File: src/rtl/xgmii_tx_pkg.sv
package xgmii_tx_pkg;

  localparam int BYTE_W = 8;

  localparam logic [BYTE_W-1:0] CH_IDLE  = 8'h07;
  localparam logic [BYTE_W-1:0] CH_START = 8'hFB;
  localparam logic [BYTE_W-1:0] CH_TERM  = 8'hFD;

  typedef enum logic [1:0] {
    OP_IDLE,
    OP_START,
    OP_DATA,
    OP_TERM
  } laneOp_e;

  typedef struct packed {
    laneOp_e op;
    logic    publish;
  } laneStrobe_t;

endpackage

File: src/rtl/xgmii_tx_ctrl.sv
module xgmii_tx_ctrl
  import xgmii_tx_pkg::*;
#(
  parameter int LANES       = 8,
  parameter int NOMINAL_GAP = 12
) (
  input  logic        clk,
  input  logic        rst,
  input  logic        dicEnable,
  input  logic        forceLane4,
  input  logic        inValid,
  input  logic        inLast,
  output logic        inReady,
  output laneStrobe_t strobe
);

  localparam int HALF = LANES / 2;
  localparam int LW   = $clog2(LANES);
  localparam int CW   = $clog2(NOMINAL_GAP + LANES + 1) + 2;

  localparam logic signed [CW-1:0] LANES_S = CW'(LANES);
  localparam logic signed [CW-1:0] HALF_S  = CW'(HALF);
  localparam logic signed [CW-1:0] GAP_S   = CW'(NOMINAL_GAP);
  localparam logic signed [CW-1:0] ZERO_S  = '0;
  localparam logic [LW-1:0] LAST_LANE = LW'(LANES - 1);
  localparam logic [LW-1:0] HALF_LANE = LW'(HALF);

  typedef enum logic [1:0] {PH_GAP, PH_LEAD, PH_DATA, PH_TERM} phase_e;

  function automatic logic signed [CW-1:0] floorZero(input logic signed [CW-1:0] v);
    return (v < ZERO_S) ? ZERO_S : v;
  endfunction

  phase_e phase, phaseNext;
  logic [LW-1:0] laneCnt;
  logic signed [CW-1:0] ifgCnt, ifgNext, dicCnt, dicNext;
  logic signed [CW-1:0] sumGap, afterIdle, laneExt;
  logic decide, idleWord, startHalf;
  laneOp_e opNow;

  assign laneExt   = $signed({{(CW-LW){1'b0}}, laneCnt});
  assign sumGap    = ifgCnt + dicCnt;
  assign afterIdle = ifgCnt - LANES_S;
  assign decide    = (phase == PH_GAP) && (laneCnt == '0);
  assign idleWord  = dicEnable ? (sumGap >= LANES_S) : (ifgCnt > HALF_S);
  assign startHalf = forceLane4 || (dicEnable && (sumGap >= HALF_S));

  always_comb begin
    opNow     = OP_IDLE;
    phaseNext = phase;
    ifgNext   = ifgCnt;
    dicNext   = dicCnt;
    unique case (phase)
      PH_GAP: begin
        if (decide) begin
          if (idleWord) begin
            if (afterIdle < ZERO_S) begin
              ifgNext = ZERO_S;
              if (dicEnable) dicNext = floorZero(dicCnt + afterIdle);
            end else begin
              ifgNext = afterIdle;
            end
          end else if (inValid) begin
            ifgNext = ZERO_S;
            if (startHalf) begin
              phaseNext = PH_LEAD;
              if (dicEnable) dicNext = floorZero(sumGap - HALF_S);
            end else begin
              opNow     = OP_START;
              phaseNext = inLast ? PH_TERM : PH_DATA;
              if (dicEnable) dicNext = floorZero(sumGap);
            end
          end else begin
            ifgNext = ZERO_S;
            dicNext = ZERO_S;
          end
        end
      end
      PH_LEAD: begin
        if (laneCnt == HALF_LANE) begin
          opNow     = OP_START;
          phaseNext = inLast ? PH_TERM : PH_DATA;
        end
      end
      PH_DATA: begin
        opNow = OP_DATA;
        if (inLast) phaseNext = PH_TERM;
      end
      PH_TERM: begin
        opNow     = OP_TERM;
        phaseNext = PH_GAP;
        ifgNext   = floorZero(GAP_S - LANES_S + laneExt);
      end
      default: phaseNext = PH_GAP;
    endcase
  end

  always_ff @(posedge clk) begin
    if (rst) begin
      phase   <= PH_GAP;
      laneCnt <= '0;
      ifgCnt  <= ZERO_S;
      dicCnt  <= ZERO_S;
    end else begin
      phase   <= phaseNext;
      laneCnt <= (laneCnt == LAST_LANE) ? '0 : laneCnt + 1'b1;
      ifgCnt  <= ifgNext;
      dicCnt  <= dicNext;
    end
  end

  assign inReady        = (opNow == OP_START) || (opNow == OP_DATA);
  assign strobe.op      = opNow;
  assign strobe.publish = (laneCnt == LAST_LANE);

  // Start may only sit in lane 0 or the middle lane
  assert_start_lane_R4: assert property (@(posedge clk) disable iff (rst)
    (opNow == OP_START) |-> (laneCnt == '0 || laneCnt == HALF_LANE));

  // Deficit stays inside 0 .. HALF-1
  assert_deficit_range_R4: assert property (@(posedge clk) disable iff (rst)
    (dicCnt >= ZERO_S) && (dicCnt < HALF_S));

  // With averaging off, a zero deficit stays zero
  assert_no_deficit_R5: assert property (@(posedge clk) disable iff (rst)
    (!dicEnable && dicCnt == ZERO_S) |=> (dicCnt == ZERO_S));

  // Empty boundary clears both counters
  assert_counters_clear_R6: assert property (@(posedge clk) disable iff (rst)
    (decide && !idleWord && !inValid) |=> (ifgCnt == ZERO_S && dicCnt == ZERO_S));

  // Terminate is always followed by an idle lane
  assert_term_then_idle_R2: assert property (@(posedge clk) disable iff (rst)
    (opNow == OP_TERM) |=> (opNow == OP_IDLE));

endmodule

File: src/rtl/xgmii_tx_datapath.sv
module xgmii_tx_datapath
  import xgmii_tx_pkg::*;
#(
  parameter int LANES = 8
) (
  input  logic                    clk,
  input  logic                    rst,
  input  laneStrobe_t             strobe,
  input  logic [BYTE_W-1:0]       inData,
  output logic [LANES*BYTE_W-1:0] outData,
  output logic [LANES-1:0]        outCtrl,
  output logic                    outValid
);

  localparam int DEPTH = LANES - 1;

  logic [BYTE_W:0] laneNow;
  logic [BYTE_W:0] stage [0:DEPTH-1];
  logic [LANES*BYTE_W-1:0] wordData;
  logic [LANES-1:0] wordCtrl;

  always_comb begin
    unique case (strobe.op)
      OP_START: laneNow = {1'b1, CH_START};
      OP_DATA:  laneNow = {1'b0, inData};
      OP_TERM:  laneNow = {1'b1, CH_TERM};
      default:  laneNow = {1'b1, CH_IDLE};
    endcase
  end

  for (genvar i = 0; i < DEPTH; i++) begin : gStage
    if (i == DEPTH - 1) begin : gTail
      always_ff @(posedge clk) begin
        if (rst) stage[i] <= {1'b1, CH_IDLE};
        else     stage[i] <= laneNow;
      end
    end else begin : gMid
      always_ff @(posedge clk) begin
        if (rst) stage[i] <= {1'b1, CH_IDLE};
        else     stage[i] <= stage[i+1];
      end
    end
  end

  for (genvar j = 0; j < LANES; j++) begin : gLane
    if (j == LANES - 1) begin : gNewest
      assign wordData[j*BYTE_W +: BYTE_W] = laneNow[BYTE_W-1:0];
      assign wordCtrl[j]                  = laneNow[BYTE_W];
    end else begin : gHeld
      assign wordData[j*BYTE_W +: BYTE_W] = stage[j][BYTE_W-1:0];
      assign wordCtrl[j]                  = stage[j][BYTE_W];
    end
  end

  always_ff @(posedge clk) begin
    if (rst) begin
      outData  <= {LANES{CH_IDLE}};
      outCtrl  <= '1;
      outValid <= 1'b0;
    end else begin
      outValid <= strobe.publish;
      if (strobe.publish) begin
        outData <= wordData;
        outCtrl <= wordCtrl;
      end
    end
  end

  // Word strobe is a single-cycle pulse
  assert_single_pulse_R8: assert property (@(posedge clk) disable iff (rst)
    outValid |=> !outValid);

  // Output word only changes together with the strobe
  assert_word_hold_R8: assert property (@(posedge clk) disable iff (rst)
    !outValid |-> $stable(outData));

endmodule

File: src/rtl/xgmii_tx_framer.sv
module xgmii_tx_framer
  import xgmii_tx_pkg::*;
#(
  parameter int LANES       = 8,
  parameter int NOMINAL_GAP = 12
) (
  input  logic                    clk,
  input  logic                    rst,
  input  logic                    dicEnable,
  input  logic                    forceLane4,
  input  logic [7:0]              inData,
  input  logic                    inValid,
  input  logic                    inLast,
  output logic                    inReady,
  output logic [LANES*8-1:0]      xgmiiData,
  output logic [LANES-1:0]        xgmiiCtrl,
  output logic                    wordValid
);

  laneStrobe_t strobe;

  xgmii_tx_ctrl #(.LANES(LANES), .NOMINAL_GAP(NOMINAL_GAP)) ctrl_i (
    .clk(clk), .rst(rst), .dicEnable(dicEnable), .forceLane4(forceLane4),
    .inValid(inValid), .inLast(inLast), .inReady(inReady), .strobe(strobe)
  );

  xgmii_tx_datapath #(.LANES(LANES)) data_i (
    .clk(clk), .rst(rst), .strobe(strobe), .inData(inData),
    .outData(xgmiiData), .outCtrl(xgmiiCtrl), .outValid(wordValid)
  );

endmodule

File: config.mk
export PLATFORM = sky130hd
export DESIGN_NAME = xgmii_tx_framer
export DESIGN_NICKNAME = d
export VERILOG_FILES = /design/src/rtl/xgmii_tx_pkg.sv /design/src/rtl/xgmii_tx_ctrl.sv /design/src/rtl/xgmii_tx_datapath.sv /design/src/rtl/xgmii_tx_framer.sv
export SDC_FILE = /design/constraint.sdc
export NUM_CORES = 1
export LEC_CHECK = 0
export BUFFER_PORTS_ARGS = -buffer_cell sky130_fd_sc_hd__buf_2
export CORE_ASPECT_RATIO = 0.6
export CORE_MARGIN = 2
export CORE_UTILIZATION = 42
export CTS_CLUSTER_SIZE = 24
export DETAILED_ROUTE_END_ITERATION = 10
export GPL_ROUTABILITY_DRIVEN = 1
export PLACE_DENSITY = 0.74
export SETUP_SLACK_MARGIN = 0.4
export SLEW_MARGIN = 20
export SYNTH_ARGS = -nofsm -noshare
export SYNTH_HDL_FRONTEND = slang
export SYNTH_SLANG_ARGS = --single-unit
File: constraint.sdc
create_clock -name clk -period 4.18 [get_ports clk]
set_clock_uncertainty 0.1 [all_clocks]
set_input_delay 0.627 -clock clk [delete_from_list [all_inputs] [get_ports clk]]
set_output_delay 0.627 -clock clk [all_outputs]
set_load 0.02 [all_outputs]
==> results of run 1 <==
logic make-up (layout without fill, tap and decap cells):
family,after synthesis,after routing,synth area share [%]
buf+inv,56,172,3.51
flops,153,153,50.8
compound gates,114,114,14.2
mux,36,36,5.98
xor+xnor,5,5,0.727
simple gates,212,212,19.2
fa+ha+maj,26,26,5.52
flip-flops by register name (all words and copies together) (netlist names):
signal,flops
data_i.outData,64
data_i.stage,63
data_i.outCtrl,8
ctrl_i.dicCnt,6
ctrl_i.ifgCnt,6
ctrl_i.laneCnt,3
ctrl_i.phase,2
data_i.outValid,1
where the power goes:
part           total [mW]  internal [mW]  leakage (nW)  switching (mW)
clock network        1.50          0.845         0.284           0.658
logic                1.32          0.552          1.51           0.768
registers            1.58           1.53          1.24          0.0536
what timing repair did:
item / in CTS / in global routing
resized for setup: 18 / 24
pin swaps: 14 / 10
setup endpoints to repair: 3 / 4
buffers inserted: 17 / 4
endpoints found under the hold margin: 0 / 0
layer usage:
layer | track usage [%] | part of all wire [%] | up-vias | wire length (um)
li1 | - | - | 2273 | -
met1 | 26.9 | 50 | 2140 | 6820
met2 | 26.2 | 42 | 151 | 5760
met3 | 5.11 | 7.2 | 12 | 992
met4 | 5.68 | 0.96 | 0 | 131
met5 | 0 | 0 | - | 0
final cells by class:
class / count / area share, %
sequential: 153 / 40.3
clock buffer: 17 / 5.60
multi-input combinational: 393 / 38.3
clock inverter: 15 / 2.07
inverter: 25 / 1.23
timing repair buffer: 115 / 9.25
tap: 192 / 3.16
cells in the final DEF (no fill, tap or decap), types with 5 or more instances in the layout:
master	n
dfxtp_1	150
buf_2	85
nor2b_1	63
nor2_1	62
mux2i_1	36
a211o_1	30
a21oi_1	25
or2_2	25
inv_1	23
ha_1	19
nand2_1	18
clkbuf_16	17
buf_4	16
buf_6	14
o21ai_0	11
a211oi_1	8
nand2b_1	7
nand3_1	5
or3_1	5
ha_4	5
inv_6	5
how the worst max path moves through the flow:
| stage | from | to | slack (ps) |
|---|---|---|---|
| 6_report | ctrl_i.dicCnt[0] | inReady | 80 |
| 5_1_grt | ctrl_i.dicCnt[0] | inReady | -30 |
| 3_5_place_dp | ctrl_i.ifgCnt[0] | data_i.outData[58] | 150 |
| 3_3_place_gp | ctrl_i.ifgCnt[0] | data_i.outData[58] | 230 |
| 2_1_floorplan | ctrl_i.ifgCnt[0] | inReady | 430 |
| 4_1_cts | ctrl_i.dicCnt[0] | inReady | 190 |
stage by stage:
step	cells	total power [mW]	setup TNS [ps]	cell area, um^2	setup slack [ps]
final	910	4.41	0	7600	83.2
after global routing	910	4.64	-28.1	7600	-28.1
after CTS	906	4.32	0	7430	188
after global placement	857	2.72	0	6650	233
after floorplan	602	2.43	0	6020	432
after detailed placement	857	2.73	0	6650	151
==> flow_metrics.py, run 1 <==
metrics = {
    "final_layout": {
        "multi_input_area_um2": 2920,
        "drive_above_1_share_pct": 28.4,
        "nets": 745,
        "num-fill-cells": 1206,
        "seqCellArea_um2": 3070,
        "area_delta_synth_final_pct": 26.2,
        "final_util_pct": 55.0,
        "antennaDiodeCount": 0,
    },
    "critical_path": {
        "endpoint_kind": "output port",
        "worst-r2r-cell-count": 21,
        "worstPathRequired_ps": 3450,
        "cp_num_cells": 11,
        "cpPeakStageDelay_ps": 440,
        "regToRegStartpoint": "ctrl_i.dicCnt[0]",
        "timing.rr.end": "data_i.outData[57]",
        "crit_path_frequent_cell": "ha_4",
        "start_kind": "flip-flop",
        "r2r_slack_ps": 180,
        "path_buf_inv": 1,
        "worstPathMaxFanout": 3,
        "path_class": "flip-flop to output port",
        "crit_chain": "ha_4 -> fa_2 -> a211o_1 -> a21o_1 -> a2111o_1 -> nand3b_4 -> a211oi_4 -> nand3_2 -> o21a_1 -> ha_4 -> buf_6",
        "path_delay_family": "compound AO/OA/AOI/OAI gates",
        "cp_slowest_cell": "a2111o_1",
        "crit_arrival_ps": 3370,
    },
    "yosys": {
        "synthTopCellsByCount": "153 x dfxtp_1, 63 x nor2b_1, 62 x nor2_1",
        "synth_area_um2": 6020,
        "synth_cells": 602,
        "avgSynthCellArea_um2": 10.0,
        "synth_seq_area_share_pct": 50.8,
        "yosysTopAreaCell": "dfxtp_1",
        "yosysTopAreaCellShare_pct": 50.8,
        "yosysUniqueCellTypes": 58,
        "yosys.cell_count.top_type": "dfxtp_1",
        "synth_edf_count": 0,
        "synth_top_flop_cell": "dfxtp_1",
        "ys_warn_count": 0,
        "synth_area_leaders": "dfxtp_1 51%, nor2b_1 6.5%, mux2i_1 6.0%",
        "async_reset_ff_share_pct": 0,
        "synth-seq-cells": 153,
        "synth_nets": 642,
    },
    "pwr": {
        "p_leak_nw": 3.03,
        "powerDensity_nw_per_um2": 580,
        "irDropWorstVdd_v": 0.000316,
    },
    "sta": {
        "whs_ps": 339,
        "tightest_slew_ps": 1040,
        "final_hold_viol_count": 0,
        "max_freq_mhz": 244,
        "rsz0062_at_grt": "yes",
        "slew_viol_final": 0,
        "worst_slew_margin_rel_pct": 30.5,
        "period_share_pct": 98.0,
        "post-route-min-period_ps": 4100,
        "finalSetupViolCount": 0,
    },
    "min_path": {
        "hp-start": "data_i.stage[0][2]",
        "holdPathEnd": "data_i.outData[2]",
        "hold_depth": 1,
        "hp-class": "flip-flop to flip-flop",
    },
    "run": {
        "cap_violations": 0,
    },
    "run_status": {
        "status": "complete, no violations",
    },
    "drt": {
        "drc": 0,
        "drt_iter0_drc": 217,
        "vias": 4576,
        "postRouteAntennaNets": 0,
        "avgRoutedWirePerCell_um": 15.1,
        "routed_via_density": 5.03,
        "first_pass_iters": 4,
        "wl_mm": 13.7,
    },
    "die": {
        "io_pins": 88,
        "fp.dieArea_um2": 15300,
        "rows": 33,
        "die_x_um": 159,
        "core_um2": 13800,
        "die_y_um": 96.8,
        "start_util_pct": 43.6,
    },
    "cts": {
        "insertion_delay_ps": 410,
        "numCtsBuffers": 17,
        "clkTransAtPathRegs_ps": 70,
        "clock-root-buffer": "clkbuf_16",
        "clock_sinks": 153,
        "cts_max_level": 4,
        "cts_tree": "yes",
        "hold_buffers": 0,
        "cts_buffer_depth": 2,
    },
    "placement": {
        "io_buffers": 87,
        "dp_hpwl_mm": 9.27,
        "gp_congestion": 0.893,
    },
    "global_routing": {
        "grt_max_degree": 116,
        "antenna_found_initial": 0,
        "grt.overflow.total": 0,
        "first_global_vias": 4414,
        "grt_usage_pct": 18.4,
        "grt_pass1_wl_mm": 22.3,
    },
}
No activity file was read; power rests on OpenSTA's default activity.
==> inputs of run 2 (changes only) <==
ABC_AREA = 1   (was unset)
CTS_CLUSTER_SIZE = unset   (was 24)
GPL_ROUTABILITY_DRIVEN = unset   (was 1)
==> run 2 against run 1 <==
Net effect:
- setup slack gained 450 ps
- first-iteration DRC count increased by 59%
- combinational power is 28% lower
- largest power group is now the clock network
- clock power up 11%
- cell count up 9.7%
- via count up 2.0%
- global-route usage rose by 0.30 points
- non-clock buffer count is 16 lower
- clock-buffer cell count grew 3
- die area shrank 3.1%
==> flow_metrics.py, run 2 <==
metrics = {
    "run_status": {
        "status": "complete, no violations",
    },
    "cts": {
        "cts_buffer_depth": 2,
        "clock_sinks": 153,
        "cts_tree": "yes",
        "numCtsBuffers": 17,
        "clock-root-buffer": "clkbuf_16",
        "hold_buffers": 0,
        "cts_max_level": 4,
        "insertion_delay_ps": 410,
        "clkTransAtPathRegs_ps": 60,
    },
    "die": {
        "fp.dieArea_um2": 14900,
        "die_y_um": 95.3,
        "start_util_pct": 42.9,
        "die_x_um": 156,
        "core_um2": 13600,
        "rows": 33,
        "io_pins": 88,
    },
    "critical_path": {
        "worstPathRequired_ps": 3450,
        "worst-r2r-cell-count": 16,
        "endpoint_kind": "output port",
        "path_class": "flip-flop to output port",
        "start_kind": "flip-flop",
        "crit_arrival_ps": 2920,
        "worstPathMaxFanout": 3,
    },
    "sta": {
        "whs_ps": 316,
        "final_hold_viol_count": 0,
        "worst_slew_margin_rel_pct": 66.3,
        "tightest_slew_ps": 506,
        "max_freq_mhz": 274,
        "period_share_pct": 87.3,
        "finalSetupViolCount": 0,
        "rsz0062_at_grt": "no",
        "post-route-min-period_ps": 3650,
        "fin_setup_tns_ps": 0,
        "slew_viol_final": 0,
    },
    "placement": {
        "placed_cells": 961,
        "dp_hpwl_mm": 9.24,
        "gp_congestion": 0.893,
        "io_buffers": 87,
    },
    "yosys": {
        "yosysTopAreaCell": "dfxtp_1",
        "ys_warn_count": 0,
        "yosysUniqueCellTypes": 37,
        "synth_edf_count": 0,
        "synth_area_leaders": "dfxtp_1 53%, nand2_1 9.0%, inv_1 6.2%",
        "synthTopCellsByCount": "153 x dfxtp_1, 139 x nand2_1, 97 x inv_1",
        "synth_cells": 717,
        "synth-seq-cells": 153,
        "synth_seq_area_share_pct": 52.5,
        "avgSynthCellArea_um2": 8.13,
        "yosys.cell_count.top_type": "dfxtp_1",
        "yosysTopAreaCellShare_pct": 52.5,
        "async_reset_ff_share_pct": 0,
        "synth_area_um2": 5830,
        "synth_nets": 757,
        "synth_top_flop_cell": "dfxtp_1",
    },
    "final_layout": {
        "biggestRegsByFlops": "data_i.outData (64), data_i.stage (63), data_i.outCtrl (8)",
        "fin_cells": 998,
        "area_delta_synth_final_pct": 23.4,
        "largest_reg_flops": 64,
        "nets": 850,
        "drive_above_1_share_pct": 20.5,
        "final_util_pct": 52.9,
        "final_cell_mix": "153 x dfxtp_1, 139 x nand2_1, 97 x inv_1",
        "antennaDiodeCount": 0,
        "regMostFlops": "data_i.outData",
        "final_common_cell": "dfxtp_1",
    },
    "global_routing": {
        "grtUsageMet2_pct": 28.5,
        "use_met3_pct": 3.86,
        "first_global_vias": 4368,
        "grt_max_degree": 45,
        "grt_use_met1_pct": 26.7,
        "grt.overflow.total": 0,
        "grt-busiest-layer": "met2",
        "antenna_found_initial": 0,
        "grt_usage_pct": 18.7,
        "grt_pass1_wl_mm": 21.6,
    },
    "run": {
        "cap_violations": 0,
    },
    "pwr": {
        "p_leak_nw": 3.40,
        "irDropWorstVdd_v": 0.000280,
        "powerDensity_nw_per_um2": 583,
    },
    "drt": {
        "postRouteAntennaNets": 0,
        "vias": 4668,
        "drc": 0,
        "first_pass_iters": 4,
        "wl_mm": 13.2,
        "avgRoutedWirePerCell_um": 13.2,
        "drt_iter0_drc": 345,
        "routed_via_density": 4.68,
    },
    "min_path": {
        "hp-class": "flip-flop to flip-flop",
        "hold_depth": 2,
    },
}
run 2: cell types whose count changed in the layout (fill, tap and decap cells not counted), moves of 19 or more:
| cell | delta |
|---|---|
| a211o_1 | -29 |
| mux2i_1 | -36 |
| a21oi_1 | +28 |
| or2_2 | -23 |
| nor2b_1 | -63 |
| nand3_1 | +19 |
| nor2_1 | +28 |
| o21ai_0 | +26 |
| inv_1 | +74 |
| nand2_1 | +121 |
run 2: cell type report:
type | instances | area [um^2]
Fill cell | 1260 | 6390
Sequential cell | 153 | 3060
Multi-Input combinational cell | 431 | 2320
Timing Repair Buffer | 99 | 526
Clock buffer | 20 | 467
Inverter | 108 | 405
Tap cell | 175 | 219
Clock inverter | 12 | 188
run 2: final timing paths:
kind                                         start  slack (ps)                  to
worst max-delay path              ctrl_i.ifgCnt[0]         530             inReady
worst min-delay path            data_i.stage[2][0]         320  data_i.stage[1][0]
worst max register to register    ctrl_i.ifgCnt[0]        1170  data_i.outData[57]
worst min register to register  data_i.stage[2][0]         320  data_i.stage[1][0]
run 2: routing by layer:
| metal | vias up | part of all wire [%] |
|---|---|---|
| met1 | 2114 | 52 |
| met3 | 16 | 5.1 |
| met4 | 0 | 1.2 |
| met2 | 105 | 42 |
| met5 | - | 0 |
| li1 | 2433 | - |
run 2: per-stage QoR:
stage          setup WS (ps)  power [mW]  cell area [um^2]
2_1_floorplan           1020        2.29              5830
4_1_cts                  408        4.17              7100
3_3_place_gp             850        2.49              6430
5_1_grt                  392        4.43              7190
3_5_place_dp             739        2.50              6430
6_report                 529        4.19              7190
run 2: logic make-up after synthesis:
kind of cell	after synthesis	synth area share, %
adder cells (fa/ha/maj)	26	5.71
XOR/XNOR	6	0.901
AO/OA/AOI/OAI	116	11.6
flip-flops	153	52.5
AND/OR/NAND/NOR	283	20.4
buffers and inverters	133	8.84
run 2: timing repair:
| action | 4_1_cts | 5_1_grt |
|---|---|---|
| gates resized for setup | 2 | 8 |
| setup buffers | 0 | 5 |
| pin swaps | 1 | 5 |
| endpoints found under the setup margin | 1 | 1 |
run 2: worst max-delay path: stages (launching register included):
cell       delay (ps)
dfxtp_1           360
ha_4              190
fa_2              410
xor2_2            220
inv_2              70
ha_1              180
inv_1              50
o2111ai_1         120
nand2_1           140
nand3_2           120
o21bai_4          160
inv_1              60
ha_1              270
buf_2             160
run 2: power by group:
group,total [mW],switching (mW),internal (mW)
Combinational,0.957,0.620,0.338
Clock,1.66,0.600,1.06
Sequential,1.58,0.0524,1.53
==> inputs of run 3 (changes only) <==
CORE_UTILIZATION = 40   (was 42)
PLACE_DENSITY = 0.71   (was 0.74)
==> run 3 against run 2 <==
Net effect:
- routed wire length increased by 3.3%
- global-route usage decreased by 0.95 points
- via count increased by 0.36%
- clock power decreased by 9.6%
- first-iteration DRC count increased by 8.7%
- cell count increased by 2.2%
- core utilization decreased by 3.4 points
- flip-flop and latch count unchanged
- largest cell class unchanged
==> flow_metrics.py, run 3 (synthesis gave the netlist of run 2 again) <==
metrics = {
    "critical_path": {
        "worstPathRequired_ps": 3450,
        "cp_slowest_cell": "fa_2",
        "endpoint_kind": "output port",
        "worstPathMaxFanout": 3,
        "regToRegStartpoint": "ctrl_i.ifgCnt[0]",
        "start_kind": "flip-flop",
        "cpPeakStageDelay_ps": 430,
        "r2r_slack_ps": 1220,
        "critPathLaunch": "ctrl_i.ifgCnt[0]",
        "path_class": "flip-flop to output port",
        "crit_arrival_ps": 2930,
        "crit_chain": "ha_2 -> fa_2 -> xor2_2 -> inv_2 -> ha_1 -> inv_1 -> o2111ai_1 -> nand2_1 -> nand3_2 -> o21bai_4 -> inv_1 -> ha_1 -> buf_2",
    },
    "global_routing": {
        "grt.overflow.total": 0,
        "grt-busiest-layer": "met2",
        "antenna_found_initial": 0,
        "first_global_vias": 4281,
        "grt_pass1_wl_mm": 21.9,
        "grt_usage_pct": 17.8,
        "grtUsageMet2_pct": 26.0,
        "grt_use_met1_pct": 25.4,
        "use_met3_pct": 4.48,
        "grt_max_degree": 45,
    },
    "sta": {
        "worst_slew_margin_rel_pct": 62.5,
        "max_freq_mhz": 273,
        "post-route-min-period_ps": 3660,
        "fin_setup_tns_ps": 0,
        "finalSetupViolCount": 0,
        "tightest_slew_ps": 561,
        "period_share_pct": 87.5,
        "final_hold_viol_count": 0,
        "slew_viol_final": 0,
        "rsz0062_at_grt": "no",
    },
    "run_status": {
        "status": "complete, no violations",
    },
    "final_layout": {
        "nets": 851,
        "largest_reg_flops": 64,
        "final_cell_mix": "153 x dfxtp_1, 139 x nand2_1, 97 x inv_1",
        "antennaDiodeCount": 0,
        "fin_cells": 1020,
        "area_delta_synth_final_pct": 22.1,
        "num-fill-cells": 1418,
        "final_common_cell": "dfxtp_1",
        "regMostFlops": "data_i.outData",
        "biggestRegsByFlops": "data_i.outData (64), data_i.stage (63), data_i.outCtrl (8)",
        "drive_above_1_share_pct": 20.2,
    },
    "die": {
        "die_y_um": 97.5,
        "io_pins": 88,
        "die_x_um": 160,
        "core_um2": 14400,
        "fp.dieArea_um2": 15600,
        "start_util_pct": 40.5,
        "rows": 34,
    },
    "cts": {
        "clock_sinks": 153,
        "insertion_delay_ps": 410,
        "cts_buffer_depth": 2,
        "numCtsBuffers": 17,
        "clock-root-buffer": "clkbuf_16",
        "cts_max_level": 4,
        "clkTransAtPathRegs_ps": 60,
        "cts_tree": "yes",
    },
    "drt": {
        "vias": 4685,
        "avgRoutedWirePerCell_um": 13.4,
        "routed_via_density": 4.59,
        "first_pass_iters": 4,
        "postRouteAntennaNets": 0,
        "drt_iter0_drc": 375,
        "drc": 0,
        "wl_mm": 13.6,
    },
    "pwr": {
        "p_leak_nw": 3.35,
        "p_seq_share_pct": 38.9,
        "combPwrFrac_pct": 24.1,
        "p_int_mw": 2.74,
        "powerDensity_nw_per_um2": 568,
        "switching_share_pct": 32.1,
        "switchingPower_mw": 1.30,
        "clkPwrFrac_pct": 37.0,
        "irDropWorstVdd_v": 0.000267,
    },
    "placement": {
        "io_buffers": 87,
        "placed_cells": 984,
        "dp_hpwl_mm": 9.53,
        "gp_congestion": 0.928,
    },
    "min_path": {
        "hp-start": "data_i.stage[5][2]",
        "hp-class": "flip-flop to flip-flop",
    },
    "run": {
        "cap_violations": 0,
    },
}
run 3: cell count changes in the layout (fill, tap and decap cells not counted), moves of 2 or more:
cell / previous run / this run
bufinv_16: 4 / 2
clkbuf_8: 3 / 0
clkinv_4: 3 / 0
inv_6: 2 / 5
clkinvlp_4: 1 / 4
ha_4: 3 / 1
run 3: final timing paths:
kind	cells after the start	endpoint
max reg2reg	16	data_i.outData[57]
min reg2reg	2	data_i.stage[4][2]
min	2	data_i.stage[4][2]
max	13	inReady
run 3: cell type report:
cell class / instances / area, um^2 / area share (%)
Sequential cell: 153 / 3060 / 43.0
Multi-Input combinational cell: 431 / 2300 / 32.3
Timing Repair Buffer: 100 / 533 / 7.49
Clock buffer: 17 / 425 / 5.98
Inverter: 108 / 405 / 5.70
Tap cell: 198 / 248 / 3.48
Clock inverter: 13 / 144 / 2.02
run 3: timing repair:
item | 4_1_cts | 5_1_grt
buffers inserted | 0 | 6
resized for setup | 2 | 5
pin swaps | 0 | 6
cloned | 0 | 0
hold buffers | 0 | 0
setup endpoints to repair | 1 | 1
run 3: layer usage:
| metal | part of all wire (%) | vias to the layer above |
|---|---|---|
| met1 | 52 | 2097 |
| met5 | 0 | - |
| met4 | 1.7 | 0 |
| li1 | - | 2425 |
| met2 | 40 | 143 |
| met3 | 6.1 | 20 |
run 3: power by group through the flow:
stage	clock network [mW]	registers [mW]	logic (mW)
final	1.50	1.57	0.972
after global placement	0	1.60	0.897
after detailed placement	0	1.60	0.901
after CTS	1.53	1.57	0.911
after floorplan	0	1.59	0.696
after global routing	1.59	1.58	1.08
run 3: critical path: cells and delay by family (launching register included):
kind / cells / cell delay, ps
AOI/OAI and AO/OA: 2 / 290
adders and majority gates: 4 / 1080
DFF: 1 / 330
xor gates and xnor gates: 1 / 250
buffers and inverters: 4 / 330
and+or+nand+nor: 2 / 250
run 3: per-stage QoR:
step	utilization [%]	setup slack [ps]	power, mW	instance area (um^2)	hold WS (ps)
floorplan	-	1020	2.29	5830	292
global placement	44.9	839	2.50	6460	300
detailed placement	44.9	753	2.50	6460	300
CTS	49.0	443	4.01	7040	314
global route	49.5	374	4.25	7120	330
finish	49.5	521	4.04	7120	315
